[src/rtl/fft_seq_pkg.sv]
package fft_seq_pkg;

    typedef enum logic [1:0] {
        SEQ_IDLE,
        SEQ_CLEAR,
        SEQ_RUN,
        SEQ_DRAIN
    } seq_state_t;

    typedef struct packed {
        logic vld;
        logic lst;
        logic fin;
    } seq_tag_t;

endpackage

[src/rtl/fft_seq_ctrl.sv]
module fft_seq_ctrl
    import fft_seq_pkg::*;
#(
    parameter int BFLY_W   = 4,
    parameter int LVL_W    = 3,
    parameter int NUM_LVL  = 5,
    parameter int HOLD_LEN = 5
) (
    input  logic              clk,
    input  logic              rst_n,
    input  logic              start,
    input  seq_tag_t          wr_tag,
    output seq_tag_t          rd_tag,
    output logic [BFLY_W-1:0] bfly,
    output logic [LVL_W-1:0]  level,
    output logic [BFLY_W-1:0] mask,
    output logic              bank_sel,
    output logic              done
);

    localparam int HOLD_W = $clog2(HOLD_LEN + 1);

    seq_state_t        state, nxt;
    logic              clr_cnt;
    logic [HOLD_W-1:0] hold_cnt;
    logic              accept, clr_hold, lvl_end, last_lvl, bfly_end;

    assign accept   = (state == SEQ_IDLE) && start;
    assign clr_hold = accept || (state == SEQ_CLEAR);
    assign bfly_end = (bfly == {BFLY_W{1'b1}});
    assign last_lvl = (level == LVL_W'(NUM_LVL - 1));
    assign lvl_end  = (state == SEQ_DRAIN) && (hold_cnt == HOLD_W'(HOLD_LEN - 1));

    always_ff @(posedge clk or negedge rst_n) begin
        if (!rst_n) state <= SEQ_IDLE;
        else        state <= nxt;
    end

    always_comb begin
        nxt = state;
        unique case (state)
            SEQ_IDLE:  if (start)    nxt = SEQ_CLEAR;
            SEQ_CLEAR: if (clr_cnt)  nxt = SEQ_RUN;
            SEQ_RUN:   if (bfly_end) nxt = SEQ_DRAIN;
            SEQ_DRAIN: if (lvl_end)  nxt = last_lvl ? SEQ_IDLE : SEQ_RUN;
            default:                 nxt = SEQ_IDLE;
        endcase
    end

    always_ff @(posedge clk or negedge rst_n) begin
        if (!rst_n) begin
            clr_cnt  <= 1'b0;
            hold_cnt <= '0;
            bfly     <= '0;
            level    <= '0;
            mask     <= '0;
        end else begin
            clr_cnt  <= (state == SEQ_CLEAR) ? ~clr_cnt : 1'b0;
            hold_cnt <= (state == SEQ_DRAIN && !lvl_end) ? hold_cnt + 1'b1 : '0;
            bfly     <= (state == SEQ_RUN) ? bfly + 1'b1 : '0;
            if (clr_hold) begin
                level <= '0;
                mask  <= '0;
            end else if (lvl_end) begin
                level <= last_lvl ? '0 : level + 1'b1;
                mask  <= last_lvl ? '0 : {1'b1, mask[BFLY_W-1:1]};
            end
        end
    end

    always_ff @(posedge clk or negedge rst_n) begin
        if (!rst_n) begin
            bank_sel <= 1'b0;
            done     <= 1'b0;
        end else if (clr_hold) begin
            bank_sel <= 1'b0;
            done     <= 1'b0;
        end else if (wr_tag.vld && wr_tag.lst) begin
            bank_sel <= ~bank_sel;
            if (wr_tag.fin) done <= 1'b1;
        end
    end

    always_comb begin
        rd_tag.vld = (state == SEQ_RUN);
        rd_tag.lst = rd_tag.vld && bfly_end;
        rd_tag.fin = rd_tag.lst && last_lvl;
    end

endmodule

[src/rtl/fft_seq_addr.sv]
module fft_seq_addr
    import fft_seq_pkg::*;
#(
    parameter int ADDR_W = 5,
    parameter int LVL_W  = 3
) (
    input  logic              clk,
    input  logic              rst_n,
    input  seq_tag_t          tag_in,
    input  logic [ADDR_W-2:0] bfly,
    input  logic [LVL_W-1:0]  level,
    input  logic [ADDR_W-2:0] mask,
    output seq_tag_t          tag_out,
    output logic [ADDR_W-1:0] addr_a,
    output logic [ADDR_W-1:0] addr_b,
    output logic [ADDR_W-2:0] tw
);

    logic [ADDR_W-1:0]   even_ix, odd_ix;
    logic [2*ADDR_W-1:0] even_rot, odd_rot;

    assign even_ix  = {bfly, 1'b0};
    assign odd_ix   = {bfly, 1'b1};
    assign even_rot = {even_ix, even_ix} << level;
    assign odd_rot  = {odd_ix, odd_ix} << level;

    always_ff @(posedge clk or negedge rst_n) begin
        if (!rst_n) begin
            tag_out <= '0;
            addr_a  <= '0;
            addr_b  <= '0;
            tw      <= '0;
        end else if (tag_in.vld) begin
            tag_out <= tag_in;
            addr_a  <= even_rot[2*ADDR_W-1:ADDR_W];
            addr_b  <= odd_rot[2*ADDR_W-1:ADDR_W];
            tw      <= bfly & mask;
        end else begin
            tag_out <= '0;
            addr_a  <= '0;
            addr_b  <= '0;
            tw      <= '0;
        end
    end

endmodule

[src/rtl/fft_seq_delay.sv]
module fft_seq_delay #(
    parameter int WIDTH = 13,
    parameter int DEPTH = 5
) (
    input  logic             clk,
    input  logic             rst_n,
    input  logic [WIDTH-1:0] din,
    output logic [WIDTH-1:0] dout
);

    logic [WIDTH-1:0] stg [DEPTH];

    for (genvar g = 0; g < DEPTH; g++) begin : g_stage
        if (g == 0) begin : g_head
            always_ff @(posedge clk or negedge rst_n) begin
                if (!rst_n) stg[g] <= '0;
                else        stg[g] <= din;
            end
        end else begin : g_body
            always_ff @(posedge clk or negedge rst_n) begin
                if (!rst_n) stg[g] <= '0;
                else        stg[g] <= stg[g-1];
            end
        end
    end

    assign dout = stg[DEPTH-1];

endmodule

[src/rtl/fft_addr_seq.sv]
module fft_addr_seq
    import fft_seq_pkg::*;
#(
    parameter int LOG2N    = 5,
    parameter int PIPE_LAT = 5,
    parameter int HOLD_LEN = 5
) (
    input  logic             clk,
    input  logic             rst_n,
    input  logic             start,
    output logic             rd_valid,
    output logic [LOG2N-1:0] rd_addr_a,
    output logic [LOG2N-1:0] rd_addr_b,
    output logic [LOG2N-2:0] tw_addr,
    output logic             wr_en,
    output logic [LOG2N-1:0] wr_addr_a,
    output logic [LOG2N-1:0] wr_addr_b,
    output logic             bank_sel,
    output logic             done
);

    localparam int ADDR_W = LOG2N;
    localparam int BFLY_W = LOG2N - 1;
    localparam int LVL_W  = $clog2(LOG2N);
    localparam int TAG_W  = $bits(seq_tag_t);
    localparam int DW     = TAG_W + 2 * ADDR_W;

    seq_tag_t          cur_tag, rd_tag, wr_tag;
    logic [BFLY_W-1:0] bfly, mask;
    logic [LVL_W-1:0]  level;
    logic [DW-1:0]     dly_in, dly_out;

    fft_seq_ctrl #(
        .BFLY_W  (BFLY_W),
        .LVL_W   (LVL_W),
        .NUM_LVL (LOG2N),
        .HOLD_LEN(HOLD_LEN)
    ) u_ctrl (
        .clk     (clk),
        .rst_n   (rst_n),
        .start   (start),
        .wr_tag  (wr_tag),
        .rd_tag  (cur_tag),
        .bfly    (bfly),
        .level   (level),
        .mask    (mask),
        .bank_sel(bank_sel),
        .done    (done)
    );

    fft_seq_addr #(
        .ADDR_W(ADDR_W),
        .LVL_W (LVL_W)
    ) u_addr (
        .clk    (clk),
        .rst_n  (rst_n),
        .tag_in (cur_tag),
        .bfly   (bfly),
        .level  (level),
        .mask   (mask),
        .tag_out(rd_tag),
        .addr_a (rd_addr_a),
        .addr_b (rd_addr_b),
        .tw     (tw_addr)
    );

    assign dly_in = {rd_tag, rd_addr_a, rd_addr_b};

    fft_seq_delay #(
        .WIDTH(DW),
        .DEPTH(PIPE_LAT)
    ) u_dly (
        .clk  (clk),
        .rst_n(rst_n),
        .din  (dly_in),
        .dout (dly_out)
    );

    assign wr_tag    = dly_out[DW-1 -: TAG_W];
    assign wr_addr_a = dly_out[2*ADDR_W-1 -: ADDR_W];
    assign wr_addr_b = dly_out[ADDR_W-1:0];
    assign wr_en     = wr_tag.vld;
    assign rd_valid  = rd_tag.vld;

endmodule

[config.mk]
export PLATFORM = sky130hd
export DESIGN_NAME = fft_addr_seq
export DESIGN_NICKNAME = d
export VERILOG_FILES = /design/src/rtl/fft_seq_pkg.sv /design/src/rtl/fft_seq_ctrl.sv /design/src/rtl/fft_seq_addr.sv /design/src/rtl/fft_seq_delay.sv /design/src/rtl/fft_addr_seq.sv
export SDC_FILE = /design/constraint.sdc
export NUM_CORES = 1
export LEC_CHECK = 0
export BUFFER_PORTS_ARGS = -buffer_cell sky130_fd_sc_hd__clkbuf_2
export CAP_MARGIN = 20
export CORE_AREA = 3 3 83 104
export CTS_CLUSTER_SIZE = 30
export DETAILED_ROUTE_END_ITERATION = 8
export DIE_AREA = 0 0 86 107
export HOLD_SLACK_MARGIN = 0.12
export PLACE_DENSITY = 0.6
export REMOVE_ABC_BUFFERS = 1
export SETUP_SLACK_MARGIN = 0.3
export SLEW_MARGIN = 20
export SYNTH_ARGS = -nofsm -noshare
export SYNTH_HDL_FRONTEND = slang
export SYNTH_SLANG_ARGS = --single-unit
[constraint.sdc]
create_clock -name clk -period 1.8 [get_ports clk]
set_input_delay 0.18 -clock clk [delete_from_list [all_inputs] [get_ports clk]]
set_output_delay 0.18 -clock clk [all_outputs]
set_load 0.05 [all_outputs]
==> reports/qor.yml <==
synth.most_common_cell: "dfrtp_1"
synth_top_cell_area_share_pct: 73.5
grt_overflow: 0
seq_area_frac_synth_pct: 73.5
grt_usage_pct: 13.2
cts_tree: "built"
max-vdd-ir-drop_mv: 0.906
utilization_pct: 50.7
synth_seq_cells: 101
rsz0062_at_grt: "no"
num-nets-final: 279
clock_latency_ns: 0.36
crit_buf_inv: 0
cts-htree-levels: 3
dieArea_um2: 9200
cp_max_fo: 9
crit_slowest_cell: "mux4_1"
rows: 36
antenna_found_initial: 0
finalCritPeriodShare_pct: 80.1
fmax_mhz: 694
cts.sinks: 101
clk_path_buf_depth: 2
portBuffers: 30
syn_to_final_growth_pct: 15.0
core_area_um2: 7790
arrival_ns: 1.66
drv_slew: 0
critPathTopFamily: "multiplexers"
setup_tns_ns: 0
grt_max_degree: 54
reg2reg_depth: 3
io_pins: 31
hold_depth: 4
fin_skew_ns: 0.0108
synth-edff-count: 0
critPathKind: "register to register"
multi_input_area_um2: 768
drive_above_1_share_pct: 27.5
r2r-end: "u_addr.addr_b[3]"
relSlewSlack_pct: 72.2
wire_per_inst_um: 14.3
dp_hpwl_mm: 3.41
power_density_nw_per_um2: 1640
r2r-start: "u_ctrl.bfly[3]"
cpPeakStageDelay_ns: 0.57
regArea_um2: 2530
synth_ff_type: "dfrtp_1"
p_leak_uw: 0.00199
hp-start: "start"
drtPass1Iterations: 4
cap_violations: 0
die_x_um: 86
yosysWarnings: 0
start_util_pct: 44.1
final.fill_count: 665
async_flop_share_pct: 100
routed_wl_mm: 5.30
hold_end: "u_ctrl.done"
synth_cell_types: 42
synthCells: 239
ys_top_cells_by_count: "dfrtp_1 (101), nor2_1 (16), buf_4 (10), nand2_1 (10), buf_2 (7)"
place_congestion: 0.823
cp_cell_sequence: "mux4_1 > nor2_1 > a2111oi_2"
cts.clk_slew.worst_paths_ns: 0.10
synth_area_um2: 3440
cp_data_required_time_ns: 2.02
grt_pass1_wl_mm: 9.27
worstMarginPinSlew_ns: 0.417
min_period_ns: 1.44
crit_path_end_kind: "register"
r2r_slack_ns: 0.36
via_per_inst: 4.98
clockRootBuffer: "clkbuf_8"
hold_viol_final: 0
synth.avg_cell_area_um2: 14.4
grt_pass1_vias: 1902
setup_violations: 0
ant_nets: 0
die-height_um: 107
synth.area.top_cells: "dfrtp_1 (74%), buf_4 (2.2%), mux2_2 (2.0%), ha_1 (1.8%), nor2_1 (1.7%)"
drt_iter0_markers: 60
numCtsBuffers: 9
antenna_cells: 0
status: "finished clean"
drc: 0
vias: 1848
synth_area_leader_cell: "dfrtp_1"
hold_class: "input port to register"
worstSetupStartpointType: "register"
==> routing by layer <==
layer,up-vias,part of all wire (%),global-route usage (%),routed length (µm)
met4,0,2.5,6.22,135
li1,863,-,-,-
met2,43,48,20.3,2560
met5,-,0,0,0
met1,930,45,16.6,2370
met3,12,4.3,4.69,230
==> worst reg2reg max path: cells and delay by family (launching register included) <==
| family | cells | cell delay [ns] |
|---|---|---|
| muxes | 1 | 0.57 |
| AOI/OAI and AO/OA | 1 | 0.07 |
| DFF | 1 | 0.51 |
| and+or+nand+nor | 1 | 0.17 |
==> per-stage QoR <==
stage	std cells	total power (µW)	instance area (µm²)	hold slack (ns)	setup slack, ns
2_1_floorplan	216	4270	3300	-0.116	0.134
3_3_place_gp	352	4820	3670	0.145	0.339
3_5_place_dp	352	4860	3670	0.147	0.312
4_1_cts	369	6470	3910	0.180	0.335
5_1_grt	371	6850	3950	0.198	0.301
6_report	371	6480	3950	0.193	0.359
==> report_power, final <==
group | internal (µW) | switching, µW | leakage, µW
clock | 804 | 782 | 0.000109
sequential | 2770 | 319 | 0.00137
combinational | 640 | 1170 | 0.000510
==> kinds of logic after synthesis <==
family          after synthesis  share of synthesized area [%]
compound gates               35                           7.72
xor+xnor                      4                           1.02
fa+ha+maj                     5                           1.82
buf+inv                      30                           4.62
flops                       101                           73.5
mux                           9                           3.31
simple gates                 55                           7.97
==> placed cells by master, fill, tap and decap left out, types with 2 or more instances in the layout <==
cell,n
dfrtp_1,97
clkbuf_2,29
nor2_1,16
buf_4,13
nand2_1,10
clkbuf_8,9
nand3_1,6
mux2_2,6
a21oi_1,6
and3_1,6
inv_1,5
nand2b_1,5
nor3_1,4
a221oi_1,4
a31oi_1,4
a22o_1,4
ha_1,4
dfrtp_2,4
clkinvlp_4,3
o21ai_0,3
mux2i_1,2
nor2b_1,2
a21o_1,2
xnor2_1,2
xor2_1,2
and4_1,2
inv_8,2
bufinv_16,2
==> what timing repair did <==
item	CTS	global route
hold endpoints to repair	31	0
resized for setup	2	7
pin swaps	0	0
hold buffers	1	0
setup endpoints to repair	5	11
setup buffers	0	2
==> how the worst max path moves through the flow <==
stage / from / end / slack, ns / depth (start not counted)
global route: u_ctrl.bfly[3] / u_addr.addr_b[3] / 0.30 / 3
CTS: u_ctrl.hold_cnt[0] / u_ctrl.level[0] / 0.33 / 6
floorplan: u_ctrl.level[0] / u_ctrl.level[0] / 0.13 / 4
detailed placement: u_ctrl.level[1] / u_ctrl.level[0] / 0.31 / 4
finish: u_ctrl.bfly[3] / u_addr.addr_b[3] / 0.36 / 3
global placement: u_ctrl.level[2] / u_addr.addr_b[3] / 0.34 / 3
==> layout make-up <==
class	instances	area share [%]
multi-input cells	108	19.4
clock buffers	9	3.13
clock inverters	7	2.69
flip-flops and latches	101	64.1
repair buffers	44	6.90
well taps	95	3.01
inverters	7	0.760
==> registers in the layout (all words and copies together) (netlist names) <==
name             count
u_dly.stg           52
u_dly.dout          13
u_addr.addr_a        5
u_addr.addr_b        5
u_addr.tw            4
u_ctrl.bfly          4
u_ctrl.mask          4
u_addr.tag_out       3
u_ctrl.hold_cnt      3
u_ctrl.level         3
u_ctrl.state         2
u_ctrl.bank_sel      1
u_ctrl.clr_cnt       1
u_ctrl.done          1
Power figures use the tool's default switching activity.
